`src/rtl/gpio_irq_pkg.sv`:
```
package gpio_irq_pkg;
    localparam int ADDR_W = 8;
    localparam int DATA_W = 32;
    localparam logic [ADDR_W-1:0] OFS_INTEN = 8'h30;
    localparam logic [ADDR_W-1:0] OFS_MASK  = 8'h34;
    localparam logic [ADDR_W-1:0] OFS_TYPE  = 8'h38;
    localparam logic [ADDR_W-1:0] OFS_POL   = 8'h3C;
    localparam logic [ADDR_W-1:0] OFS_MSTAT = 8'h40;
    localparam logic [ADDR_W-1:0] OFS_RSTAT = 8'h44;
    localparam logic [ADDR_W-1:0] OFS_DBEN  = 8'h48;
    localparam logic [ADDR_W-1:0] OFS_EOI   = 8'h4C;
    localparam logic [ADDR_W-1:0] OFS_DBLEN = 8'h50;
endpackage

```
`src/rtl/gpio_irq_regs.sv`:
```
module gpio_irq_regs
    import gpio_irq_pkg::*;
#(
    parameter int NPINS = 32,
    parameter int LEN_W = 8
) (
    input  logic              clk,
    input  logic              rst_n,
    input  logic              psel,
    input  logic              penable,
    input  logic              pwrite,
    input  logic [ADDR_W-1:0] paddr,
    input  logic [DATA_W-1:0] pwdata,
    output logic [DATA_W-1:0] prdata,
    input  logic [NPINS-1:0]  raw_i,
    input  logic [NPINS-1:0]  mstat_i,
    output logic [NPINS-1:0]  en_q_o,
    output logic [NPINS-1:0]  en_d_o,
    output logic [NPINS-1:0]  mask_o,
    output logic [NPINS-1:0]  typ_o,
    output logic [NPINS-1:0]  pol_o,
    output logic [NPINS-1:0]  dben_o,
    output logic [LEN_W-1:0]  dblen_o,
    output logic [NPINS-1:0]  eoi_o
);
    typedef struct packed {
        logic [NPINS-1:0] en;
        logic [NPINS-1:0] mask;
        logic [NPINS-1:0] typ;
        logic [NPINS-1:0] pol;
        logic [NPINS-1:0] dben;
        logic [LEN_W-1:0] dblen;
    } cfg_t;

    cfg_t cfg_d, cfg_q;
    logic wr_en;

    assign wr_en = psel && penable && pwrite;

    always_comb begin
        cfg_d = cfg_q;
        eoi_o = '0;
        if (wr_en) begin
            case (paddr)
                OFS_INTEN: cfg_d.en    = pwdata[NPINS-1:0];
                OFS_MASK:  cfg_d.mask  = pwdata[NPINS-1:0];
                OFS_TYPE:  cfg_d.typ   = pwdata[NPINS-1:0];
                OFS_POL:   cfg_d.pol   = pwdata[NPINS-1:0];
                OFS_DBEN:  cfg_d.dben  = pwdata[NPINS-1:0];
                OFS_DBLEN: cfg_d.dblen = pwdata[LEN_W-1:0];
                OFS_EOI:   eoi_o       = pwdata[NPINS-1:0];
                default:   ;
            endcase
        end
    end

    always_comb begin
        prdata = '0;
        case (paddr)
            OFS_INTEN: prdata[NPINS-1:0] = cfg_q.en;
            OFS_MASK:  prdata[NPINS-1:0] = cfg_q.mask;
            OFS_TYPE:  prdata[NPINS-1:0] = cfg_q.typ;
            OFS_POL:   prdata[NPINS-1:0] = cfg_q.pol;
            OFS_DBEN:  prdata[NPINS-1:0] = cfg_q.dben;
            OFS_DBLEN: prdata[LEN_W-1:0] = cfg_q.dblen;
            OFS_MSTAT: prdata[NPINS-1:0] = mstat_i;
            OFS_RSTAT: prdata[NPINS-1:0] = raw_i;
            default:   prdata = '0;
        endcase
    end

    always_ff @(posedge clk or negedge rst_n) begin
        if (!rst_n) cfg_q <= '0;
        else        cfg_q <= cfg_d;
    end

    assign en_q_o  = cfg_q.en;
    assign en_d_o  = cfg_d.en;
    assign mask_o  = cfg_q.mask;
    assign typ_o   = cfg_q.typ;
    assign pol_o   = cfg_q.pol;
    assign dben_o  = cfg_q.dben;
    assign dblen_o = cfg_q.dblen;

    // A register only moves when it is written
    assert_en_hold_R2: assert property (@(posedge clk) disable iff (!rst_n)
        !(wr_en && paddr == OFS_INTEN) |=> $stable(cfg_q.en));
    assert_mask_hold_R2: assert property (@(posedge clk) disable iff (!rst_n)
        !(wr_en && paddr == OFS_MASK) |=> $stable(cfg_q.mask));
endmodule

```
`src/rtl/gpio_irq_filter.sv`:
```
module gpio_irq_filter #(
    parameter int NPINS    = 32,
    parameter int LEN_W    = 8,
    parameter int TICK_DIV = 2
) (
    input  logic             clk,
    input  logic             rst_n,
    input  logic [NPINS-1:0] pin_i,
    input  logic [NPINS-1:0] dben_i,
    input  logic [LEN_W-1:0] dblen_i,
    output logic [NPINS-1:0] filt_o
);
    localparam int TICK_W = $clog2(TICK_DIV + 1);
    localparam logic [TICK_W-1:0] TICK_LAST = TICK_W'(TICK_DIV - 1);

    typedef struct packed {
        logic [NPINS-1:0]            s1;
        logic [NPINS-1:0]            s2;
        logic [NPINS-1:0]            filt;
        logic [NPINS-1:0][LEN_W-1:0] cnt;
        logic [TICK_W-1:0]           tick_cnt;
    } flt_t;

    flt_t st_d, st_q;
    logic tick;

    assign tick = (st_q.tick_cnt == TICK_LAST);

    always_comb begin
        st_d          = st_q;
        st_d.s1       = pin_i;
        st_d.s2       = st_q.s1;
        st_d.tick_cnt = tick ? '0 : st_q.tick_cnt + 1'b1;
        for (int i = 0; i < NPINS; i++) begin
            if (!dben_i[i]) begin
                st_d.filt[i] = st_q.s2[i];
                st_d.cnt[i]  = '0;
            end else if (st_q.s2[i] == st_q.filt[i]) begin
                st_d.cnt[i]  = '0;
            end else if (tick) begin
                if (st_q.cnt[i] == dblen_i) begin
                    st_d.filt[i] = st_q.s2[i];
                    st_d.cnt[i]  = '0;
                end else begin
                    st_d.cnt[i]  = st_q.cnt[i] + 1'b1;
                end
            end
        end
    end

    always_ff @(posedge clk or negedge rst_n) begin
        if (!rst_n) st_q <= '0;
        else        st_q <= st_d;
    end

    assign filt_o = st_q.filt;

    // With debounce on, the filtered value only ever takes the synchronized value
    for (genvar g = 0; g < NPINS; g++) begin : g_chk
        assert_db_follow_R8: assert property (@(posedge clk) disable iff (!rst_n)
            ($past(dben_i[g]) && !$stable(st_q.filt[g])) |-> (st_q.filt[g] == $past(st_q.s2[g])));
    end
endmodule

```
`src/rtl/gpio_irq_detect.sv`:
```
module gpio_irq_detect #(
    parameter int NPINS = 32
) (
    input  logic             clk,
    input  logic             rst_n,
    input  logic [NPINS-1:0] filt_i,
    input  logic [NPINS-1:0] en_q_i,
    input  logic [NPINS-1:0] en_d_i,
    input  logic [NPINS-1:0] mask_i,
    input  logic [NPINS-1:0] typ_i,
    input  logic [NPINS-1:0] pol_i,
    input  logic [NPINS-1:0] eoi_i,
    output logic [NPINS-1:0] raw_o,
    output logic [NPINS-1:0] mstat_o,
    output logic             irq_o
);
    typedef struct packed {
        logic [NPINS-1:0] prev;
        logic [NPINS-1:0] raw;
    } det_t;

    det_t st_d, st_q;
    logic [NPINS-1:0] hit, lvl;

    always_comb begin
        st_d      = st_q;
        st_d.prev = filt_i;
        for (int i = 0; i < NPINS; i++) begin
            hit[i] = pol_i[i] ? (filt_i[i] & ~st_q.prev[i]) : (~filt_i[i] & st_q.prev[i]);
            lvl[i] = pol_i[i] ? filt_i[i] : ~filt_i[i];
            if (!en_d_i[i])
                st_d.raw[i] = 1'b0;
            else if (typ_i[i])
                st_d.raw[i] = (st_q.raw[i] & ~eoi_i[i]) | hit[i];
            else
                st_d.raw[i] = lvl[i];
        end
    end

    always_ff @(posedge clk or negedge rst_n) begin
        if (!rst_n) st_q <= '0;
        else        st_q <= st_d;
    end

    assign raw_o   = st_q.raw;
    assign mstat_o = st_q.raw & ~mask_i;
    assign irq_o   = |mstat_o;

    assert_raw_needs_en_R3: assert property (@(posedge clk) disable iff (!rst_n)
        (st_q.raw & ~en_q_i) == '0);
    assert_full_mask_quiet_R4: assert property (@(posedge clk) disable iff (!rst_n)
        (&mask_i) |-> !irq_o);
    for (genvar g = 0; g < NPINS; g++) begin : g_chk
        assert_edge_latched_R6: assert property (@(posedge clk) disable iff (!rst_n)
            (st_q.raw[g] && typ_i[g] && en_d_i[g] && !eoi_i[g]) |=> st_q.raw[g]);
    end
endmodule

```
`src/rtl/gpio_irq_unit.sv`:
```
module gpio_irq_unit
    import gpio_irq_pkg::*;
#(
    parameter int NPINS    = 32,
    parameter int LEN_W    = 8,
    parameter int TICK_DIV = 2
) (
    input  logic              clk,
    input  logic              rst_n,
    input  logic              psel,
    input  logic              penable,
    input  logic              pwrite,
    input  logic [ADDR_W-1:0] paddr,
    input  logic [DATA_W-1:0] pwdata,
    output logic [DATA_W-1:0] prdata,
    input  logic [NPINS-1:0]  gpio_i,
    output logic              irq_o
);
    logic [NPINS-1:0] en_q, en_d, mask, typ, pol, dben, eoi, filt, raw, mstat;
    logic [LEN_W-1:0] dblen;

    gpio_irq_regs #(.NPINS(NPINS), .LEN_W(LEN_W)) u_regs (
        .clk(clk), .rst_n(rst_n), .psel(psel), .penable(penable), .pwrite(pwrite),
        .paddr(paddr), .pwdata(pwdata), .prdata(prdata),
        .raw_i(raw), .mstat_i(mstat),
        .en_q_o(en_q), .en_d_o(en_d), .mask_o(mask), .typ_o(typ), .pol_o(pol),
        .dben_o(dben), .dblen_o(dblen), .eoi_o(eoi)
    );

    gpio_irq_filter #(.NPINS(NPINS), .LEN_W(LEN_W), .TICK_DIV(TICK_DIV)) u_filter (
        .clk(clk), .rst_n(rst_n), .pin_i(gpio_i), .dben_i(dben), .dblen_i(dblen),
        .filt_o(filt)
    );

    gpio_irq_detect #(.NPINS(NPINS)) u_detect (
        .clk(clk), .rst_n(rst_n), .filt_i(filt), .en_q_i(en_q), .en_d_i(en_d),
        .mask_i(mask), .typ_i(typ), .pol_i(pol), .eoi_i(eoi),
        .raw_o(raw), .mstat_o(mstat), .irq_o(irq_o)
    );

    assert_eoi_reads_zero_R2: assert property (@(posedge clk) disable iff (!rst_n)
        (paddr == OFS_EOI) |-> (prdata == '0));
endmodule

```
`config.mk`:
```
export PLATFORM = sky130hd
export DESIGN_NAME = gpio_irq_unit
export DESIGN_NICKNAME = d
export VERILOG_FILES = /design/src/rtl/gpio_irq_pkg.sv /design/src/rtl/gpio_irq_regs.sv /design/src/rtl/gpio_irq_filter.sv /design/src/rtl/gpio_irq_detect.sv /design/src/rtl/gpio_irq_unit.sv
export SDC_FILE = /design/constraint.sdc
export NUM_CORES = 1
export LEC_CHECK = 0
export ABC_CLOCK_PERIOD_IN_PS = 2500
export BUFFER_PORTS_ARGS = -buffer_cell sky130_fd_sc_hd__buf_4
export CELL_PAD_IN_SITES_DETAIL_PLACEMENT = 2
export CELL_PAD_IN_SITES_GLOBAL_PLACEMENT = 2
export CORE_MARGIN = 2
export CORE_UTILIZATION = 42
export CTS_CLUSTER_SIZE = 8
export DETAILED_ROUTE_END_ITERATION = 7
export GPL_TIMING_DRIVEN = 0
export PLACE_DENSITY_LB_ADDON = 0.1
export SETUP_SLACK_MARGIN = 0.4
export SYNTH_ARGS = -nofsm -noshare
export SYNTH_HDL_FRONTEND = slang
export SYNTH_SLANG_ARGS = --single-unit
export TNS_END_PERCENT = 100
```
`constraint.sdc`:
```
create_clock -name clk -period 2.5 [get_ports clk]
set_input_delay 0.5 -clock clk [delete_from_list [all_inputs] [get_ports clk]]
set_output_delay 0.5 -clock clk [all_outputs]
set_load 0.01 [all_outputs]
```
==> out/results.tsv, run 1 <==
stage	metric	value	unit
sta	finClkSkew	0.0418	ns
critical_path	reg2reg_from	u_regs.dblen_o[1]	
die	die_y	284	µm
critical_path	cp-end-kind	output port	
synth	synth_cell_types	79	
synth	synth_edf_count	0	
job	cap_violations	0	
critical_path	cpPeakStageDelay	0.50	ns
sta	final-hold-violation-count	86	
clocking	h-tree-depth	3	
pwr	p_leak	0.0169	µW
critical_path	critPathSlowestCell	a2111oi_2	
sta	relSlewSlack	0.300	
die	io_pins	110	
sta	fin_setup_tns	-3.92	ns
critical_path	crit_path_start	u_regs.mask_o[6]	
clocking	clock-sinks	586	
routing	drc	0	
finish	final_cell_area	43300	µm²
sta	period_needed	3.02	ns
synth	synth_top_family_by_area	compound AO/OA/AOI/OAI gates	
placed_design	place_area	35200	µm²
clocking	clk_path_buf_depth	3	
sta	rsz0062_at_grt	yes	
critical_path	crit_path_start_kind	flip-flop	
sta	finalCritPeriodShare	1.21	
synth	synth_area	32900	µm²
critical_path	cp_max_fo	4	
synth	synth_nets	3308	
status	outcome	complete, but fails checks	
routing	via_per_inst	7.11	
routing	drtIter0Drc	3441	
global_routing	antenna_found_initial	4	
die	core	77600	µm²
routing	vias	33700	
finish	area_growth	31.5	%
critical_path	crit_required	2.00	ns
finish	drive_above_1_share	0.267	
synth	ys_ff_latch	586	
status	violations	hold timing, setup timing	
routing	wl_per_cell	39.1	µm
clocking	hold_buffers	32	
synth	syn_inst	3199	
die	die-area	80600	µm²
clocking	clock_latency	0.68	ns
synth	async_reset_ff_frac	1.00	
placed_design	dp_hpwl	91100	µm
finish	largest_reg_flops	290	
global_routing	gr-total-overflow	0	
pwr	power	22800	µW
routing	drt-total-wl	185000	µm
global_routing	grt_start_max_net_pins	112	
synth	synthMuxAreaShare	0.0839	
synth	synth-compound-area-share	0.192	
finish	largest-register	u_filter.st_q	
clocking	cts_inserted_buffers	83	
sta	holdWs	-0.161	ns
global_routing	grt_pass1_vias	34100	
global_routing	track_usage	0.367	
clocking	clkTransAtPathRegs	0.06	ns
die	fp.dieW	284	µm
sta	tightest_slew	1.05	ns
synth	ys_seq_area_frac	0.445	
finish	num-nets-final	3794	
hold_path	hold_class	in -> async	
routing	ant_nets	0	
pwr	power_density	526	nW/µm²
clocking	root_buffer	clkbuf_16	
finish	layout_common_cells	dfrtp_1 (577), nand2_1 (372), buf_4 (311), mux2_1 (172), xnor2_1 (160)	
sta	setup_ws	-0.521	ns
synth	synth-main-ff-cell	dfrtp_1	
finish	final_common_cell	dfrtp_1	
routing	first_pass_iters	6	
clocking	cts_tree	yes	
die	num_rows	102	
global_routing	grt_pass1_wl	226000	µm
placed_design	port_buffers	109	
critical_path	path_class	reg -> out	
synth	synthAdderAreaFrac	0.0122	
synth	synth-simple-area-share	0.151	
placed_design	place.gp.congestion	0.869	
synth	ys_warn_count	0	
die	start_util	0.424	
pwr	ir_drop	0.000515	V
sta	setup_viol	32	
synth	synth.avg_cell_area	10.3	µm²
sta	slew_violations	0	
critical_path	arrival	2.52	ns
sta	timing.fmax	331	MHz
critical_path	crit_chain	inv_1 > a22o_1 > a2111oi_2 > nand4_1 > buf_4	
synth	synth-xor-area-share	0.0769	
## cell families after synthesis
| family | count (synthesis) |
|---|---|
| AO/OA/AOI/OAI | 879 |
| XOR/XNOR | 289 |
| adder cells (fa/ha/maj) | 32 |
| buffers and inverters | 261 |
| flip-flops | 586 |
| multiplexers | 230 |
| AND/OR/NAND/NOR | 922 |
## path summary, 6_finish.rpt
| check | to | slack (ns) | cells past startpoint |
|---|---|---|---|
| max | irq_o | -0.52 | 5 |
| min | u_detect.st_q[48] | -0.16 | 1 |
| max reg2reg | u_filter.st_q[213] | 0.04 | 7 |
| min reg2reg | u_filter.st_q[296] | 0.35 | 0 |
| max in group asynchronous | u_regs.dben_o[5] | 0.95 | 3 |
| min in group clk | u_regs.typ_o[30] | 0.10 | 2 |
## routing by layer
metal,global-route usage,part of all wire,vias up
met4,0.197,0.091,2
met5,0,0.000054,-
li1,-,-,13100
met2,0.614,0.47,2066
met3,0.0676,0.077,899
met1,0.450,0.36,17600
## power by group
group	switching (µW)	internal, µW
clock network	5040	6000
logic	1120	710
registers	257	9640
total	6420	16400
## cells in the mapped netlist (all sizes together), types with 5 or more instances
cell	instances	area (µm²)
nor3b	31	233
clkbuf	78	293
inv	86	323
o22ai	41	257
a32oi	20	175
o2111ai	138	1210
o21ai	145	726
mux2	204	2330
buf	97	641
nor2b	71	444
o31ai	35	263
dfrtp	586	14700
a221o	13	130
and2	7	43.8
and3	5	31.3
o21a	30	225
o211ai	158	1190
nor4	29	196
mux2i	12	120
a22oi	19	143
nor3	96	480
mux4	14	315
and4	5	43.8
a21oi	110	551
o311ai	92	806
a21boi	20	150
nand2b	36	225
xnor2	287	2510
nor2	24	114
o2bb2ai	6	52.6
nand3	99	508
nand2	398	1500
o31a	32	280
ha	32	400
nand4	99	938
## per-stage QoR
step	setup WS [ns]	cells	util
after CTS	-0.220	4626	0.523
after global placement	-5.78	4348	0.452
after global routing	-0.477	4736	0.558
after floorplan	0.382	3199	-
final	-0.521	4737	0.558
after detailed placement	-0.884	4353	0.454
## what timing repair did
action	CTS	global route
endpoints found under the setup margin	305	282
pin swaps	95	74
hold endpoints to repair	118	54
gates resized for setup	398	339
setup buffers	136	107
gates cloned	9	3
## final cells by class
| class | count | area [µm²] |
|---|---|---|
| flip-flops and latches | 586 | 14700 |
| fillers | 7412 | 34300 |
| well taps | 1040 | 1300 |
| plain buffers | 175 | 1510 |
| repair buffers | 399 | 3590 |
| inverters | 86 | 323 |
| multi-input cells | 2354 | 19700 |
| clock inverters | 6 | 105 |
| clock buffers | 90 | 2120 |
| diodes | 1 | 2.50 |
## worst max-delay path: cells and delay by family (launching register included)
kind,cells,cell delay [ns]
compound gates,2,0.78
flops,1,0.46
buf+inv,2,0.32
simple gates,1,0.27
Note: power is estimated with default switching activity, not from simulation.
==> run 2: changes to the inputs <==
ABC_CLOCK_PERIOD_IN_PS = 3100   (was 2500)
clock period = 3.1 ns   (was 2.5 ns; I/O delays follow)
==> run 2 against run 1 <==
The flow now finishes without violations. Sequential power decreased by 19%. Critical path type unchanged. Largest cell class unchanged. Largest power group unchanged. Combinational power decreased by 40%. Clock-buffer cell count decreased by 1. Sequential share of layout area increased by 3.4 points. Clock skew decreased by 0.011 ns.
==> out/results.tsv, run 2 (same netlist as run 1, synthesis figures left out) <==
stage	metric	value	unit	change
sta	period_needed	3.00	ns	
pwr	power_density	448	nW/µm²	-15%
sta	relSlewSlack	0.240		-0.0602
hold_path	hold_class	in -> reg		
status	outcome	finished clean		
global_routing	antenna_found_initial	5		+1
clocking	clk_path_buf_depth	3		unchanged
sta	tightest_slew	1.14	ns	+0.0926 ns
critical_path	crit_path_start_kind	flip-flop		
placed_design	dp_hpwl	92800	µm	+1.9%
routing	drtIter0Drc	2292		-33%
sta	timing.fmax	334	MHz	
placed_design	dp_cells	4354		+0.023%
finish	drive_above_1_share	0.168		-0.0996
pwr	power	17600	µW	-23%
finish	postLayoutCoreUtil	0.507		-0.0515
clocking	clkTransAtPathRegs	0.06	ns	about the same
finish	largest-register	u_filter.st_q		
finish	final_common_cell	dfrtp_1		
global_routing	use_met3	0.0657		-0.00193
global_routing	grtUsageMet2	0.559		-0.0554
routing	drt-total-wl	148000	µm	-20%
global_routing	grt_start_max_net_pins	119		+6.3%
global_routing	grt_pass1_wl	210000	µm	-6.9%
pwr	ir_drop	0.000430	V	-17%
finish	largest_reg_flops	290		unchanged
sta	holdWs	0.0770	ns	+0.238 ns
routing	ant_nets	0		unchanged
pwr	p_leak	0.0154	µW	-8.9%
job	cap_violations	0		unchanged
sta	final-hold-violation-count	0		-100%
finish	stdcell_count	4529		-4.4%
routing	drc	0		unchanged
die	die-area	80600	µm²	unchanged
global_routing	track_usage	0.341		-0.0264
routing	via_per_inst	6.64		-6.6%
routing	wl_per_cell	32.6	µm	-17%
sta	fin_setup_tns	0	ns	+3.92 ns
clocking	cts_inserted_buffers	83		unchanged
placed_design	place.gp.congestion	0.905		+4.2%
sta	slew_violations	0		unchanged
critical_path	path_class	reg -> out		
sta	finClkSkew	0.0305	ns	-0.0114 ns
sta	rsz0062_at_grt	yes		
critical_path	cp-end-kind	output port		
die	start_util	0.424		unchanged
sta	setup_viol	0		-100%
clocking	root_buffer	clkbuf_16		
placed_design	port_buffers	109		unchanged
critical_path	arrival	2.38	ns	-0.14 ns
critical_path	cp_max_fo	3		-1
die	core	77600	µm²	unchanged
finish	layout_common_cells	dfrtp_1 (586), nand2_1 (370), xnor2_1 (287), mux2_1 (174), o211ai_1 (158)		
global_routing	gr-total-overflow	0		unchanged
routing	first_pass_iters	5		-1
clocking	clock-sinks	586		unchanged
clocking	h-tree-depth	3		unchanged
finish	area_growth	19.4	%	
routing	vias	30100		-11%
die	fp.dieW	284	µm	unchanged
global_routing	grt.met1_usage	0.430		-0.0198
die	io_pins	110		unchanged
die	die_y	284	µm	unchanged
global_routing	grt_pass1_vias	32500		-4.7%
clocking	cts_tree	yes		
clocking	clock_latency	0.66	ns	-0.02 ns
sta	finalCritPeriodShare	0.967		
critical_path	crit_required	2.48	ns	+0.48 ns
finish	num-nets-final	3587		-5.5%
die	num_rows	102		unchanged
global_routing	grt.busiest_layer	met2		
run 2: changes by cell type in the layout (fill, tap and decap cells not counted), moves of 14 or more:
cell | previous run | this run
o21ai_0 | 108 | 123
o31ai_1 | 9 | 34
o31ai_2 | 17 | 1
nor3b_1 | 4 | 24
nand4_4 | 49 | 0
buf_6 | 67 | 52
nor2b_2 | 16 | 2
dlygate4sd3_1 | 32 | 1
xnor2_2 | 115 | 0
nor2b_1 | 51 | 69
buf_4 | 311 | 157
nand4_2 | 3 | 51
xnor2_1 | 160 | 287
run 2: layer usage:
metal,part of all wire,wire length [µm]
met1,0.40,59200
met2,0.47,69600
met3,0.066,9690
met4,0.061,9020
met5,0.00018,27
run 2: timing repair:
action | in CTS | in global routing
setup endpoints to repair | 187 | 95
gates resized for setup | 195 | 119
pin swaps | 39 | 31
endpoints found under the hold margin | 50 | 0
hold buffers | 1 | 0
cloned | 4 | 1
buffers inserted | 35 | 38
run 2: path summary, 6_finish.rpt:
path | to | from | cells past startpoint | slack, ns
max | irq_o | u_regs.mask_o[11] | 5 | 0.10
min | u_filter.st_d[291] | gpio_i[1] | 1 | 0.08
max reg2reg | u_filter.st_q[12] | u_regs.dblen_o[5] | 7 | 0.48
min reg2reg | u_filter.st_q[306] | u_filter.st_d[306] | 0 | 0.34
max in group asynchronous | u_regs.mask_o[8] | rst_n | 5 | 0.92
min in group asynchronous | u_filter.st_q[228] | rst_n | 2 | 0.50
run 2: per-stage QoR:
step	setup slack, ns	area [µm²]
final	0.102	39300
after global routing	0.0965	39300
after CTS	0.192	38500
after detailed placement	-0.735	35200
after global placement	-5.41	35000
after floorplan	0.664	32900
run 2: cell type report:
cell class	instances	area, µm²
fillers	7831	38300
flip-flops and latches	586	14700
diodes	1	2.50
repair buffers	194	1860
clock inverters	6	111
multi-input cells	2352	17600
plain buffers	175	1280
clock buffers	89	2130
inverters	86	323
well taps	1040	1300
run 2: power by group:
group / internal (µW) / switching (µW) / leakage, µW
registers: 7780 / 208 / 0.00788
logic: 378 / 726 / 0.00640
clock network: 4840 / 3690 / 0.00110
total: 13000 / 4630 / 0.0154
run 2: critical path: stages (launching register included):
cell	delay [ns]
dfrtp_1	0.42
inv_1	0.13
a2111o_1	0.48
a2111oi_4	0.24
nand4_1	0.24
buf_4	0.23
